===== src/rtl/psg_pkg.sv =====
package psg_pkg;

  typedef enum logic [1:0] {
    RG_NONE   = 2'd0,
    RG_CTRL   = 2'd1,
    RG_ENABLE = 2'd2,
    RG_BANK   = 2'd3
  } region_e;

  // Map a word index onto a register class.
  function automatic region_e classify(input int unsigned word,
                                       input int unsigned ctrl_word,
                                       input int unsigned en_word,
                                       input int unsigned bank_base,
                                       input int unsigned bank_n);
    if (word == ctrl_word)                                 return RG_CTRL;
    else if (word == en_word)                              return RG_ENABLE;
    else if (word >= bank_base && word < bank_base + bank_n) return RG_BANK;
    else                                                   return RG_NONE;
  endfunction

  // Control register image: only the sleep bit is visible.
  function automatic logic [31:0] ctrl_image(input logic sleep_bit, input int unsigned pos);
    logic [31:0] v;
    v = '0;
    v[pos] = sleep_bit;
    return v;
  endfunction

endpackage


===== src/rtl/psg_decode.sv =====
module psg_decode
  import psg_pkg::*;
#(
  parameter int ADDR_W    = 12,
  parameter int NUM_REGS  = 4,
  parameter int CTRL_OFS  = 'hFF4,
  parameter int EN_OFS    = 'h000,
  parameter int BANK_OFS  = 'h004,
  localparam int IDX_W    = (NUM_REGS > 1) ? $clog2(NUM_REGS) : 1
) (
  input  logic [ADDR_W-1:0] addr,
  output region_e           region,
  output logic [IDX_W-1:0]  bank_idx
);
  localparam int unsigned CTRL_WORD = CTRL_OFS / 4;
  localparam int unsigned EN_WORD   = EN_OFS / 4;
  localparam int unsigned BANK_WORD = BANK_OFS / 4;

  int unsigned word;

  always_comb begin
    word     = int'(addr[ADDR_W-1:2]);
    region   = classify(word, CTRL_WORD, EN_WORD, BANK_WORD, NUM_REGS);
    bank_idx = IDX_W'(word - BANK_WORD);
  end
endmodule


===== src/rtl/psg_ctrl.sv =====
module psg_ctrl (
  input  logic clk,
  input  logic rst,
  input  logic ctrl_wr,
  input  logic ctrl_bit,
  input  logic en_wr,
  input  logic en_bit,
  output logic sleep_q,
  output logic enable_q
);
  always_ff @(posedge clk) begin
    if (rst) begin
      sleep_q <= 1'b0;
    end else if (ctrl_wr) begin
      sleep_q <= ctrl_bit;
    end
  end

  // Entering sleep drops the enable; it must be set again after wake.
  always_ff @(posedge clk) begin
    if (rst) begin
      enable_q <= 1'b0;
    end else if (ctrl_wr && ctrl_bit) begin
      enable_q <= 1'b0;
    end else if (en_wr) begin
      enable_q <= en_bit;
    end
  end
endmodule


===== src/rtl/psg_bank.sv =====
module psg_bank #(
  parameter int NUM_REGS = 4,
  parameter int DATA_W   = 32,
  localparam int IDX_W   = (NUM_REGS > 1) ? $clog2(NUM_REGS) : 1
) (
  input  logic              clk,
  input  logic              rst,
  input  logic              wr_en,
  input  logic [IDX_W-1:0]  idx,
  input  logic [DATA_W-1:0] wdata,
  output logic [DATA_W-1:0] rdata
);
  logic [DATA_W-1:0] regs [NUM_REGS];

  for (genvar g = 0; g < NUM_REGS; g++) begin : g_reg
    always_ff @(posedge clk) begin
      if (rst) begin
        regs[g] <= '0;
      end else if (wr_en && (int'(idx) == g)) begin
        regs[g] <= wdata;
      end
    end
  end

  always_comb begin
    rdata = '0;
    for (int i = 0; i < NUM_REGS; i++) begin
      if (int'(idx) == i) rdata = regs[i];
    end
  end
endmodule


===== src/rtl/periph_sleep_gate.sv =====
module periph_sleep_gate
  import psg_pkg::*;
#(
  parameter int ADDR_W   = 12,
  parameter int DATA_W   = 32,
  parameter int NUM_REGS = 4,
  parameter int CTRL_OFS = 'hFF4,
  parameter int EN_OFS   = 'h000,
  parameter int BANK_OFS = 'h004,
  parameter int PD_BIT   = 31
) (
  input  logic              clk,
  input  logic              rst,
  input  logic              req_valid,
  input  logic              req_write,
  input  logic [ADDR_W-1:0] req_addr,
  input  logic [DATA_W-1:0] req_wdata,
  output logic              rsp_valid,
  output logic [DATA_W-1:0] rsp_rdata,
  output logic              rsp_err,
  output logic              mem_pd_en,
  output logic              periph_en
);
  localparam int IDX_W = (NUM_REGS > 1) ? $clog2(NUM_REGS) : 1;

  region_e           region;
  logic [IDX_W-1:0]  bank_idx;
  logic [DATA_W-1:0] bank_rdata;
  logic [DATA_W-1:0] rd_value;
  logic              sleep_q, enable_q;

  // Named events for the checker.
  logic ctrl_hit, rd_req, wr_req, wr_blocked, rd_masked;
  logic ctrl_wr, en_wr, bank_wr;

  psg_decode #(
    .ADDR_W(ADDR_W), .NUM_REGS(NUM_REGS),
    .CTRL_OFS(CTRL_OFS), .EN_OFS(EN_OFS), .BANK_OFS(BANK_OFS)
  ) u_decode (
    .addr(req_addr), .region(region), .bank_idx(bank_idx)
  );

  always_comb begin
    ctrl_hit   = (region == RG_CTRL);
    rd_req     = req_valid && !req_write;
    wr_req     = req_valid && req_write;
    ctrl_wr    = wr_req && ctrl_hit;
    en_wr      = wr_req && !sleep_q && (region == RG_ENABLE);
    bank_wr    = wr_req && !sleep_q && (region == RG_BANK);
    wr_blocked = wr_req && !ctrl_hit && (sleep_q || (region == RG_NONE));
    rd_masked  = rd_req && !ctrl_hit && sleep_q;
  end

  psg_ctrl u_ctrl (
    .clk(clk), .rst(rst),
    .ctrl_wr(ctrl_wr), .ctrl_bit(req_wdata[PD_BIT]),
    .en_wr(en_wr), .en_bit(req_wdata[0]),
    .sleep_q(sleep_q), .enable_q(enable_q)
  );

  psg_bank #(.NUM_REGS(NUM_REGS), .DATA_W(DATA_W)) u_bank (
    .clk(clk), .rst(rst), .wr_en(bank_wr), .idx(bank_idx),
    .wdata(req_wdata), .rdata(bank_rdata)
  );

  always_comb begin
    unique case (region)
      RG_CTRL:   rd_value = DATA_W'(ctrl_image(sleep_q, PD_BIT));
      RG_ENABLE: rd_value = DATA_W'(enable_q);
      RG_BANK:   rd_value = bank_rdata;
      default:   rd_value = '0;
    endcase
    if (rd_masked) rd_value = '0;
  end

  always_ff @(posedge clk) begin
    if (rst) begin
      rsp_valid <= 1'b0;
      rsp_rdata <= '0;
      rsp_err   <= 1'b0;
    end else begin
      rsp_valid <= req_valid;
      rsp_rdata <= rd_req ? rd_value : '0;
      rsp_err   <= wr_blocked;
    end
  end

  assign mem_pd_en = sleep_q;
  assign periph_en = enable_q && !sleep_q;
endmodule


===== config.mk =====
export PLATFORM = sky130hd
export DESIGN_NAME = periph_sleep_gate
export DESIGN_NICKNAME = d
export VERILOG_FILES = /design/src/rtl/psg_pkg.sv /design/src/rtl/psg_decode.sv /design/src/rtl/psg_ctrl.sv /design/src/rtl/psg_bank.sv /design/src/rtl/periph_sleep_gate.sv
export SDC_FILE = /design/constraint.sdc
export NUM_CORES = 1
export LEC_CHECK = 0
export BUFFER_PORTS_ARGS = -buffer_cell sky130_fd_sc_hd__buf_2
export CORE_ASPECT_RATIO = 0.9
export CORE_MARGIN = 5
export CORE_UTILIZATION = 45
export CTS_CLUSTER_SIZE = 12
export DETAILED_ROUTE_END_ITERATION = 10
export GPL_ROUTABILITY_DRIVEN = 0
export PLACE_DENSITY_LB_ADDON = 0.2
export SYNTH_ARGS = -nofsm -noshare
export SYNTH_HDL_FRONTEND = slang
export SYNTH_HIERARCHICAL = 1
export SYNTH_SLANG_ARGS = --single-unit

===== constraint.sdc =====
create_clock -name clk -period 5.4 [get_ports clk]
set_input_delay 1.08 -clock clk [delete_from_list [all_inputs] [get_ports clk]]
set_output_delay 1.08 -clock clk [all_outputs]
set_load 0.01 [all_outputs]

## Word-level counts from Yosys, hierarchy flattened

Memory sizes are Yosys's and may differ from the RTL's.
Cells that the tools add are included.
Widths: inputs -> output; s select.

- Bits in registers: 36
- RAM bits: 128
- Input bits: 48
- Output and inout port bits: 36
- Logic and storage cells: 73
- Memories: 1

- Add/subtract/negate cells: 1
- $lt $le $gt $ge: 2
- Equality and inequality tests: 7
- Mux-type cells: 26
- Bitwise gates (word level): 5
- Reductions and logical operators: 26

Memory list:

| memory | words | width | rd ports | clocked after memory_dff | write ports | RTL line | RTL |
|---|---|---|---|---|---|---|---|
| u_bank.regs | 4 | 32 | 4 | 0 | 4 | psg_bank.sv:13 | `logic [DATA_W-1:0] regs [NUM_REGS];` |

Operators by type and width:

| operator | count |
|---|---|
| $mux 32 | 8 |
| $pmux 32 s3 | 1 |
| $logic_and 1x1->1 | 17 |
| $mux 1 | 14 |
| $eq 10x10->1 const B | 1 |
| $ge 10x1->1 const B | 1 |
| $logic_not 10->1 | 1 |
| $lt 10x3->1 const B | 1 |
| $eq 2x2->1 const B | 4 |
| $mux 2 | 3 |
| $eq 2x1->1 const B | 2 |
| $logic_not 2->1 | 2 |
| $or 1x1->1 | 4 |
| $logic_not 1->1 | 3 |
| $reduce_or 3->1 | 1 |
| $reduce_or 2->1 | 1 |
| $sub 2x1->2 const B | 1 |
| $logic_or 1x1->1 | 1 |
| $not 1->1 | 1 |

## Logic depth before layout (Yosys ltp)

Gate-level depths: netlist (run 1).

- Depth after elaboration: 12
- Mapped depth: 12
- Mapped depth without buffers: 8

## Modules after synthesis

Netlist (run 1), hierarchy kept.

Modules (own cells, without submodules):

| module | times used | cells each | area each (um^2) |
|---|---|---|---|
| psg_bank | 1 | 359 | 5529.1 |
| periph_sleep_gate | 1 | 117 | 1290.0 |
| psg_decode | 1 | 15 | 110.1 |
| psg_ctrl | 1 | 6 | 76.3 |

## Least setup slack after synthesis (run 1)

OpenSTA, ideal clock, no wires.

- Path kind: input-to-reg
- Start: input req_addr[10]
- End: memory u_bank.regs[3][0] (enable)
- Arrival time: 3993 ps
- Slack: 979 ps
- Stages on the path: 11
- Cell sequence: nor4_2 -> nand2_1 -> a21oi_2 -> nand2b_1 -> buf_6 -> buf_6 -> nor2_1 -> buf_2 -> buf_2 -> inv_1 -> o21bai_1

RTL lines:

| element | RTL line | RTL |
|---|---|---|
| start: declaration | periph_sleep_gate.sv:16 | `input logic [ADDR_W-1:0] req_addr,` |
| end: declaration | psg_bank.sv:13 |  |

==> results.json, run 1 <==
{
  "status": "finished, final reports clean",
  "maxSlewViolCount": 0,
  "ys_seq_elements": 164,
  "reg2reg_to": "u_bank/regs[3][17]$_SDFFCE_PN0P_",
  "cp_slowest_stage_delay_ns": 0.95,
  "startpoint_type": "input port",
  "setup.worst_path.start": "req_addr[10]",
  "reg2reg_from": "u_ctrl/sleep_q$_SDFFE_PP0P_",
  "finalCriticalPeriod_ns": 3.33,
  "crit_end": "u_bank/regs[3][17]$_SDFFCE_PN0P_",
  "rows": 43,
  "finalHoldViolCount": 0,
  "numCtsBuffers": 17,
  "setup_viol": 0,
  "final.fill_count": 1316,
  "cts_setup_buffers": 0,
  "crit_required_ns": 5.43,
  "die_area_mm2": 0.0182,
  "ys_top_cells_by_area": "edfxtp_1 55%, dfxtp_1 10%, mux4_2 10%",
  "synth_top_area_frac": 0.549,
  "cts-root-buf": "clkbuf_16",
  "ir_drop_v": 0.000257,
  "ios": 84,
  "clock_skew_ns": 0.00790,
  "initial_core_util": 0.457,
  "synthArstFlopShare": 0,
  "fin_util": 0.530,
  "r2r_slack_ns": 3.18,
  "yosysTopAreaCell": "edfxtp_1",
  "core-area_mm2": 0.0153,
  "timing.critical_path.buf_inv": 2,
  "cts_resized": 0,
  "rsz0062_at_grt": "no",
  "multi_input_area_mm2": 0.00209,
  "avgSynthCellArea_um2": 14.1,
  "drive_above_1_share": 0.326,
  "dr.pass1.iters": 4,
  "insertion_delay_ns": 0.42,
  "fin_crit_sh": 0.617,
  "crit_path_cell_trace": "buf_2, nor4_2, nand2_1, o22ai_2, nand3_1, nor2_2, inv_1, o21bai_4",
  "totalWireLength_um": 14900,
  "cts_tree": "done",
  "synth_area_mm2": 0.00701,
  "grt_pass1_wl_um": 23300,
  "grt_pass1_vias": 4263,
  "seqCellArea_mm2": 0.00456,
  "fmax_mhz": 300,
  "critical_path_class": "in2reg",
  "worstPathArrival_ns": 3.36,
  "track_usage": 0.170,
  "syn_to_final_growth_pct": 16.0,
  "fin_setup_tns_ns": 0,
  "yosys_warnings": 6,
  "worst_pin_slew_ns": 1.15,
  "place_area_mm2": 0.00751,
  "cts_sinks": 164,
  "hold_class": "reg2reg",
  "crit_cells": 8,
  "clockBufferDepth": 2,
  "slew_headroom": 0.230,
  "cp_top_family": "compound AO/OA/AOI/OAI gates",
  "r2r.worst_path.cells": 4,
  "synth_nets": 547,
  "powerDensity_mw_per_mm2": 351,
  "clk_pin_slew_ns": 0.06,
  "wl_per_cell_um": 18.9,
  "grt_max_degree": 42,
  "cts_hold_buf": 0,
  "synth_flop_cell": "edfxtp_1",
  "end_kind": "flop",
  "n_antenna_cell": 0,
  "cts-htree-levels": 4,
  "cp_max_fo": 32,
  "portBuffers": 81,
  "layout.nets": 619,
  "ys_seq_area_frac": 0.652,
  "overflow": 0,
  "p_leak_uw": 0.00288,
  "drtAntennaViolNets": 0,
  "totalPowerFinal_uw": 2850,
  "fin_area_mm2": 0.00813,
  "die_width_um": 142,
  "dp_hpwl_um": 8090,
  "cap_violations": 0,
  "drt_iter0_drc": 244,
  "synth-edff-count": 128,
  "die_h_um": 128,
  "syn_inst": 497,
  "via_per_inst": 5.15,
  "netlist-cell-type-count": 30,
  "slowest_stage": "o21bai_4",
  "vias": 4040,
  "antenna_found_initial": 0,
  "post-route-drc-count": 0
}
## kinds of logic after synthesis
family | share of synthesized area
adder cells (fa/ha/maj) | 0.00357
buffers and inverters | 0.0568
multiplexers | 0.107
AO/OA/AOI/OAI | 0.00982
flip-flops | 0.652
AND/OR/NAND/NOR | 0.170
XOR/XNOR | 0.00125
## worst min path at each step
| stage | from | to | slack (ns) | cells after the start |
|---|---|---|---|---|
| after floorplan | u_ctrl/enable_q$_SDFFE_PP0P_ | rsp_rdata[0]$_SDFF_PP0_ | 0.51 | 2 |
| after global placement | u_ctrl/enable_q$_SDFFE_PP0P_ | u_ctrl/enable_q$_SDFFE_PP0P_ | 0.55 | 2 |
| after detailed placement | u_ctrl/enable_q$_SDFFE_PP0P_ | u_ctrl/enable_q$_SDFFE_PP0P_ | 0.58 | 2 |
| after CTS | u_ctrl/enable_q$_SDFFE_PP0P_ | u_ctrl/enable_q$_SDFFE_PP0P_ | 0.59 | 2 |
| after global routing | u_ctrl/enable_q$_SDFFE_PP0P_ | u_ctrl/enable_q$_SDFFE_PP0P_ | 0.62 | 2 |
| final | u_ctrl/enable_q$_SDFFE_PP0P_ | u_ctrl/enable_q$_SDFFE_PP0P_ | 0.58 | 2 |
## metal layers
| metal | vias up | track usage | share of wire |
|---|---|---|---|
| li1 | 1901 | - | - |
| met2 | 106 | 0.282 | 0.50 |
| met5 | - | 0 | 0 |
| met1 | 2018 | 0.225 | 0.43 |
| met3 | 15 | 0.0386 | 0.055 |
| met4 | 0 | 0.0530 | 0.013 |
## Yosys cell counts, types with 4 or more instances
library cell  instances
buf_2                18
buf_6                14
clkbuf_1              5
dfxtp_1              36
edfxtp_1            128
inv_1                35
mux4_2               32
nand3b_1             33
nor2_1              131
nor3_2               29
o21bai_1              4
## state kept, by name, summed over array words and instances, names as in the netlist
signal / flops
rsp_rdata: 32
rsp_err: 1
u_ctrl/sleep_q: 1
u_bank/regs: 128
rsp_valid: 1
u_ctrl/enable_q: 1
## tightest hold or removal path, delay by kind of cell (launching register included)
kind | cells | cell delay [ns]
AOI/OAI and AO/OA | 1 | 0.05
DFF | 1 | 0.32
muxes | 1 | 0.16
## report_power, final
part	internal [µW]	leakage [µW]	total, µW	switching, µW
registers	1410	0.00150	1420	11.5
clock network	785	0.000287	1240	459
logic	75.5	0.00109	190	114
## stage by stage
step | std cells | setup slack (ns) | hold slack, ns
5_1_grt | 784 | 1.88 | 0.617
3_5_place_dp | 752 | 1.59 | 0.576
6_report | 784 | 2.07 | 0.580
4_1_cts | 784 | 2.01 | 0.586
3_3_place_gp | 752 | 1.64 | 0.552
2_1_floorplan | 497 | 0.979 | 0.510
## placed cells by master (no fill, tap or decap), types with 2 or more instances in the layout
cell type | synthesis | routed
buf_2 | 18 | 81
buf_4 | 0 | 9
bufinv_16 | 0 | 4
clkbuf_1 | 5 | 5
clkbuf_16 | 0 | 17
clkinv_2 | 0 | 2
clkinvlp_4 | 0 | 3
dfxtp_1 | 36 | 36
edfxtp_1 | 128 | 128
ha_1 | 2 | 2
inv_1 | 35 | 34
mux2i_1 | 3 | 3
mux4_2 | 32 | 32
nand2_1 | 3 | 3
nand2b_1 | 3 | 2
nand3_1 | 3 | 3
nand3b_1 | 33 | 33
nor2_1 | 131 | 130
nor2b_1 | 2 | 2
nor3_1 | 3 | 3
nor3_2 | 29 | 29
nor4b_1 | 2 | 2
o21bai_4 | 0 | 4
## final cells by class
| class | count | share of cell area |
|---|---|---|
| Inverter | 35 | 0.0162 |
| Multi-Input combinational cell | 261 | 0.258 |
| Timing Repair Buffer | 90 | 0.0582 |
| Tap cell | 202 | 0.0311 |
| Clock inverter | 9 | 0.0188 |
| Clock buffer | 23 | 0.0564 |
| Sequential cell | 164 | 0.562 |
(Power assumes the default switching activity.)
==> inputs of run 2 (changes only) <==
--- a/config.mk
+++ b/config.mk
@@ -5,6 +5,7 @@
 export SDC_FILE = /design/constraint.sdc
 export NUM_CORES = 1
 export LEC_CHECK = 0
+export ABC_AREA = 1
 export BUFFER_PORTS_ARGS = -buffer_cell sky130_fd_sc_hd__buf_2
 export CORE_ASPECT_RATIO = 0.9
 export CORE_MARGIN = 5
==> constraint.sdc (replaced) <==
create_clock -name clk -period 2.8 [get_ports clk]
set_input_delay 0.56 -clock clk [delete_from_list [all_inputs] [get_ports clk]]
set_output_delay 0.56 -clock clk [all_outputs]
set_load 0.01 [all_outputs]
==> run 2 against run 1 <==
  * Critical path depth is 1 higher
  * Design area is 0.37% lower
  * Clock skew hardly changed
  * Utilization rose by 1.6 points
  * Final cell count up 25%
==> results.json, run 2 <==
{
  "status": "finished, final reports clean",
  "ys_seq_elements": 164,
  "layout.nets": 816,
  "startpoint_type": "input port",
  "netlist-cell-type-count": 21,
  "clk_pin_slew_ns": 0.06,
  "portBuffers": 81,
  "cts_resized": 0,
  "timing.critical_path.buf_inv": 6,
  "synth_most_common_cell": "nor2_1",
  "synth_area_mm2": 0.00683,
  "crit_required_ns": 2.89,
  "reg2reg_to": "u_bank/regs[3][25]$_SDFFCE_PN0P_",
  "fin_setup_tns_ns": 0,
  "avgSynthCellArea_um2": 10.1,
  "top_regs": "u_bank/regs x128, rsp_rdata x32",
  "critical_path_class": "in2reg",
  "finalHoldViolCount": 0,
  "worstPathArrival_ns": 2.19,
  "worst_pin_slew_ns": 0.572,
  "yosys-top-cells-count": "168 x nor2_1, 128 x edfxtp_1, 105 x nand3_1",
  "grt_pass1_vias": 5025,
  "setup_viol": 0,
  "drive_above_1_share": 0.194,
  "dp_hpwl_um": 9810,
  "grt_max_degree": 48,
  "grt_pass1_wl_um": 25900,
  "dr.pass1.iters": 5,
  "rows": 42,
  "slew_headroom": 0.619,
  "drt_iter0_drc": 438,
  "cts_setup_buffers": 0,
  "drtAntennaViolNets": 0,
  "syn_to_final_growth_pct": 18.5,
  "ys_top_cells_by_area": "edfxtp_1 56%, dfxtp_1 11%, nor2_1 9.2%",
  "final_common_cell": "nor2_1",
  "die_h_um": 127,
  "fin_crit_sh": 0.751,
  "r2r_slack_ns": 1.16,
  "p_leak_uw": 0.00342,
  "ys_seq_area_frac": 0.668,
  "synth-edff-count": 128,
  "slowest_stage": "buf_4",
  "crit_path_cell_trace": "buf_2, inv_2, buf_4, buf_4, nand2_1, inv_1, nand2_1, nand2_1, buf_4",
  "largest_reg_flops": 128,
  "cp_max_fo": 47,
  "cp_slowest_stage_delay_ns": 0.52,
  "yosys_warnings": 6,
  "place_inst": 945,
  "core-area_mm2": 0.0148,
  "overflow": 0,
  "r2r.worst_path.cells": 7,
  "die_width_um": 140,
  "numCtsBuffers": 17,
  "min_to": "u_ctrl/sleep_q$_SDFFE_PP0P_",
  "cts-htree-levels": 4,
  "rsz0062_at_grt": "no",
  "n_antenna_cell": 0,
  "cp_top_family": "buffers and inverters",
  "yosysTopAreaCell": "edfxtp_1",
  "cts_sinks": 164,
  "cts_tree": "done",
  "fmax_mhz": 475,
  "cts_hold_buf": 0,
  "finalCriticalPeriod_ns": 2.10,
  "totalWireLength_um": 16200,
  "via_per_inst": 5.21,
  "clockBufferDepth": 2,
  "synth_nets": 728,
  "die_area_mm2": 0.0177,
  "clock_skew_ns": 0.00789,
  "finalNonFillerCells": 977,
  "end_kind": "flop",
  "final_cell_mix": "168 x nor2_1, 128 x edfxtp_1, 105 x nand3_1, 91 x nand2_1, 81 x buf_2",
  "hold_class": "in2reg",
  "initial_core_util": 0.461,
  "cap_violations": 0,
  "maxSlewViolCount": 0,
  "wl_per_cell_um": 16.6,
  "min_from": "rst",
  "antenna_found_initial": 0,
  "synthArstFlopShare": 0,
  "cts-root-buf": "clkbuf_16",
  "vias": 5089,
  "ios": 84,
  "syn_inst": 678,
  "track_usage": 0.188,
  "post-route-drc-count": 0,
  "synth_top_area_frac": 0.563,
  "ir_drop_v": 0.000458,
  "synth_flop_cell": "edfxtp_1",
  "reg2reg_from": "u_ctrl/sleep_q$_SDFFE_PP0P_",
  "top_register": "u_bank/regs",
  "insertion_delay_ns": 0.42,
  "powerDensity_mw_per_mm2": 649,
  "hold_path_depth": 2
}
run 2: changes by cell type in the layout (fill, tap and decap cells not counted), moves of 18 or more:
cell / delta
nand3_1: +102
buf_4: +18
nor3_2: -29
inv_1: +18
mux4_2: -32
nand2_1: +88
nor2_1: +38
nand4_1: +32
nand3b_1: -32
run 2: worst max-delay path by stage:
stage,startpoint,end,slack (ns),depth (start not counted)
5_1_grt,req_addr[2],u_bank/regs[1][12]$_SDFFCE_PN0P_,0.59,9
4_1_cts,req_addr[2],u_bank/regs[3][26]$_SDFFCE_PN0P_,0.75,9
3_5_place_dp,req_addr[2],u_bank/regs[3][26]$_SDFFCE_PN0P_,0.31,9
2_1_floorplan,req_addr[2],u_bank/regs[0][0]$_SDFFCE_PN0P_,0.07,11
6_report,req_addr[2],u_bank/regs[3][25]$_SDFFCE_PN0P_,0.70,9
3_3_place_gp,req_addr[2],u_bank/regs[3][6]$_SDFFCE_PN0P_,0.31,9
run 2: final cells by class:
cell class,instances,area (µm²)
fill,1369,6720
clock inverter,4,73.8
multi-input combinational,415,1830
timing repair buffer,111,668
clock buffer,28,498
sequential,164,4560
inverter,57,214
tap,198,248
run 2: worst reg2reg max path, delay by kind of cell (launching register included):
kind          cells  cell delay [ns]
flops             1             0.35
simple gates      4             0.36
buf+inv           3             0.59
run 2: logic make-up (layout without fill, tap and decap cells):
logic type	Yosys count	after routing	synth area share
buf+inv	99	200	0.0639
compound gates	3	3	0.00275
fa+ha+maj	2	2	0.00366
simple gates	410	410	0.261
flops	164	164	0.668
run 2: report_power, final:
group	switching, µW	total, µW	internal, µW
logic	221	309	87.6
registers	13.4	2680	2660
clock network	878	2270	1390
total	1110	5250	4140
run 2: metrics by stage:
stage / util / hold WS (ns) / setup WS (ns) / total power, µW / instance area [µm²]
4_1_cts: 0.546 / 0.331 / 0.746 / 5300 / 8100
3_3_place_gp: 0.508 / 0.512 / 0.314 / 3030 / 7520
2_1_floorplan: - / 0.512 / 0.0717 / 2910 / 6830
6_report: 0.546 / 0.351 / 0.696 / 5250 / 8100
3_5_place_dp: 0.508 / 0.519 / 0.308 / 3040 / 7520
5_1_grt: 0.546 / 0.338 / 0.590 / 5440 / 8100
run 2: per-layer routing:
layer	track usage	share of wire	vias up
met4	0.0598	0.014	0
met2	0.311	0.49	187
li1	-	-	2437
met1	0.238	0.42	2442
met3	0.0576	0.074	23
met5	0	0	-
==> inputs of run 3 (changes only) <==
==> constraint.sdc (replaced) <==
create_clock -name clk -period 1.9 [get_ports clk]
set_input_delay 0.38 -clock clk [delete_from_list [all_inputs] [get_ports clk]]
set_output_delay 0.38 -clock clk [all_outputs]
set_load 0.01 [all_outputs]
==> run 3 against run 2 <==
  * Sequential cell count stayed put
  * Utilization grew 3.3 points
  * Final cell count increased by 2.3%
  * Clock skew about the same
  * Total power rose by 48%
  * Combinational power up 78%
  * Non-clock buffer count increased by 22
  * Register-to-register slack got worse by 0.85 ns
  * First-iteration DRC count decreased by 18%
  * Design area grew 6.1%
  * Wire length shrank 1.5%
  * Via count decreased by 1.7%
==> results.json, run 3 (synthesis gave the netlist of run 2 again) <==
{
  "cap_violations": 0,
  "powerDensity_mw_per_mm2": 907,
  "final_cell_mix": "167 x nor2_1, 128 x edfxtp_1, 102 x nand3_1, 81 x nand2_1, 81 x buf_2",
  "die_width_um": 140,
  "overflow": 0,
  "rows": 42,
  "cts_sinks": 164,
  "vias": 5004,
  "grt_pass1_vias": 5043,
  "hold_class": "in2reg",
  "maxSlewViolCount": 0,
  "place_inst": 967,
  "post-route-drc-count": 0,
  "p_switching_uw": 1670,
  "setup_ws_ns": 0.135,
  "clk_pin_slew_ns": 0.06,
  "rsz0062_at_grt": "no",
  "numCtsBuffers": 17,
  "final.fill_count": 1281,
  "p_leak_uw": 0.00366,
  "status": "finished, final reports clean",
  "ios": 84,
  "crit_end": "u_bank/regs[1][4]$_SDFFCE_PN0P_",
  "r2r_slack_ns": 0.31,
  "pwr-share-comb": 0.071,
  "totalWireLength_um": 16000,
  "r2r.worst_path.cells": 7,
  "finalNonFillerCells": 999,
  "dp_worst_setup_slack_ns": -0.363,
  "dr.pass1.iters": 5,
  "swShare": 0.215,
  "p_int_uw": 6120,
  "grt_max_degree": 69,
  "via_per_inst": 5.01,
  "end_kind": "flop",
  "reg2reg_from": "u_ctrl/sleep_q$_SDFFE_PP0P_",
  "top_regs": "u_bank/regs x128, rsp_rdata x32",
  "final_common_cell": "nor2_1",
  "cp_max_fo": 68,
  "cts_hold_buf": 0,
  "setup.worst_path.start": "req_addr[2]",
  "dp_hpwl_um": 10600,
  "die_area_mm2": 0.0177,
  "cts_setup_buffers": 0,
  "cts_tree": "done",
  "critical_path_class": "in2reg",
  "grt_pass1_wl_um": 25900,
  "finalCriticalPeriod_ns": 1.76,
  "insertion_delay_ns": 0.42,
  "reg2reg_to": "u_bank/regs[1][24]$_SDFFCE_PN0P_",
  "fin_crit_sh": 0.929,
  "slew_headroom": 0.516,
  "core-area_mm2": 0.0148,
  "cts_resized": 0,
  "cts-root-buf": "clkbuf_16",
  "fmax_mhz": 567,
  "drtAntennaViolNets": 0,
  "worstPathArrival_ns": 2.04,
  "clockBufferDepth": 2,
  "antenna_found_initial": 0,
  "clock_skew_ns": 0.00832,
  "finalHoldViolCount": 0,
  "startpoint_type": "input port",
  "die_h_um": 127,
  "p_clk_frac": 0.423,
  "top_register": "u_bank/regs",
  "portBuffers": 81,
  "worst_pin_slew_ns": 0.727,
  "wl_per_cell_um": 16.0,
  "initial_core_util": 0.461,
  "layout.nets": 838,
  "ir_drop_v": 0.000668,
  "track_usage": 0.187,
  "largest_reg_flops": 128,
  "crit_required_ns": 2.18,
  "drive_above_1_share": 0.240,
  "seqPwrFrac": 0.506,
  "setup_viol": 0,
  "drt_iter0_drc": 358,
  "n_antenna_cell": 0,
  "syn_to_final_growth_pct": 25.8,
  "cts-htree-levels": 4
}
## run 3: cell count changes in the layout (fill, tap and decap cells not counted), moves of 2 or more
cell and change:
buf_4 +6, nand2_2 +2, clkinvlp_4 +4, clkbuf_1 -5, nand2_1 -10, nand2_4 +4, buf_12 +16, nand3_1 -3
nand2_8 +4, nand3_2 +3
## run 3: final cells by class
type	count	area, µm²	share of cell area
timing repair buffer	133	1030	0.120
inverter	57	218	0.0253
multi-input combinational	415	1950	0.227
tap	198	248	0.0288
clock buffer	23	468	0.0545
clock inverter	9	105	0.0122
sequential	164	4560	0.531
## run 3: layer usage
| metal | vias up | share of wire | wire length (µm) | GRT usage |
|---|---|---|---|---|
| met5 | - | 0 | 0 | 0 |
| met4 | 0 | 0.0097 | 155 | 0.0581 |
| met3 | 15 | 0.057 | 913 | 0.0482 |
| met2 | 133 | 0.51 | 8070 | 0.322 |
| met1 | 2375 | 0.43 | 6820 | 0.233 |
| li1 | 2481 | - | - | - |
## run 3: worst max-delay path, stage by stage
cell and delay (ns):
buf_2 0.12, clkinvlp_4 0.07, buf_4 0.57, inv_2 0.07, nor2_1 0.25, nand3_2 0.20
buf_4 0.24, nor2_1 0.11
## run 3: worst min path at each step
| stage | to | depth (start not counted) | slack [ns] | startpoint |
|---|---|---|---|---|
| 2_1_floorplan | u_ctrl/sleep_q$_SDFFE_PP0P_ | 1 | 0.44 | rst |
| 3_5_place_dp | u_ctrl/sleep_q$_SDFFE_PP0P_ | 2 | 0.53 | u_ctrl/sleep_q$_SDFFE_PP0P_ |
| 4_1_cts | u_ctrl/sleep_q$_SDFFE_PP0P_ | 2 | 0.15 | rst |
| 6_report | u_ctrl/sleep_q$_SDFFE_PP0P_ | 2 | 0.16 | rst |
| 5_1_grt | u_ctrl/sleep_q$_SDFFE_PP0P_ | 2 | 0.15 | rst |
| 3_3_place_gp | u_ctrl/sleep_q$_SDFFE_PP0P_ | 2 | 0.52 | u_ctrl/sleep_q$_SDFFE_PP0P_ |
## run 3: power groups by stage
| stage | Sequential, µW | Clock, µW | Combinational, µW |
|---|---|---|---|
| after floorplan | 4010 | 0 | 293 |
| after global placement | 4020 | 0 | 545 |
| after detailed placement | 4020 | 0 | 552 |
| after CTS | 3940 | 3340 | 556 |
| after global routing | 3950 | 3490 | 606 |
| final | 3940 | 3300 | 550 |
## run 3: per-stage QoR
| step | TNS, ns | utilization | total power (µW) | instance area (µm²) | hold WS (ns) |
|---|---|---|---|---|---|
| CTS | 0 | 0.579 | 7840 | 8580 | 0.149 |
| detailed placement | -64.71 | 0.540 | 4570 | 8000 | 0.527 |
| global route | 0 | 0.580 | 8050 | 8590 | 0.151 |
| global placement | -60.93 | 0.540 | 4560 | 8000 | 0.519 |
| finish | 0 | 0.580 | 7790 | 8590 | 0.161 |
| floorplan | -3.23 | - | 4310 | 7000 | 0.442 |
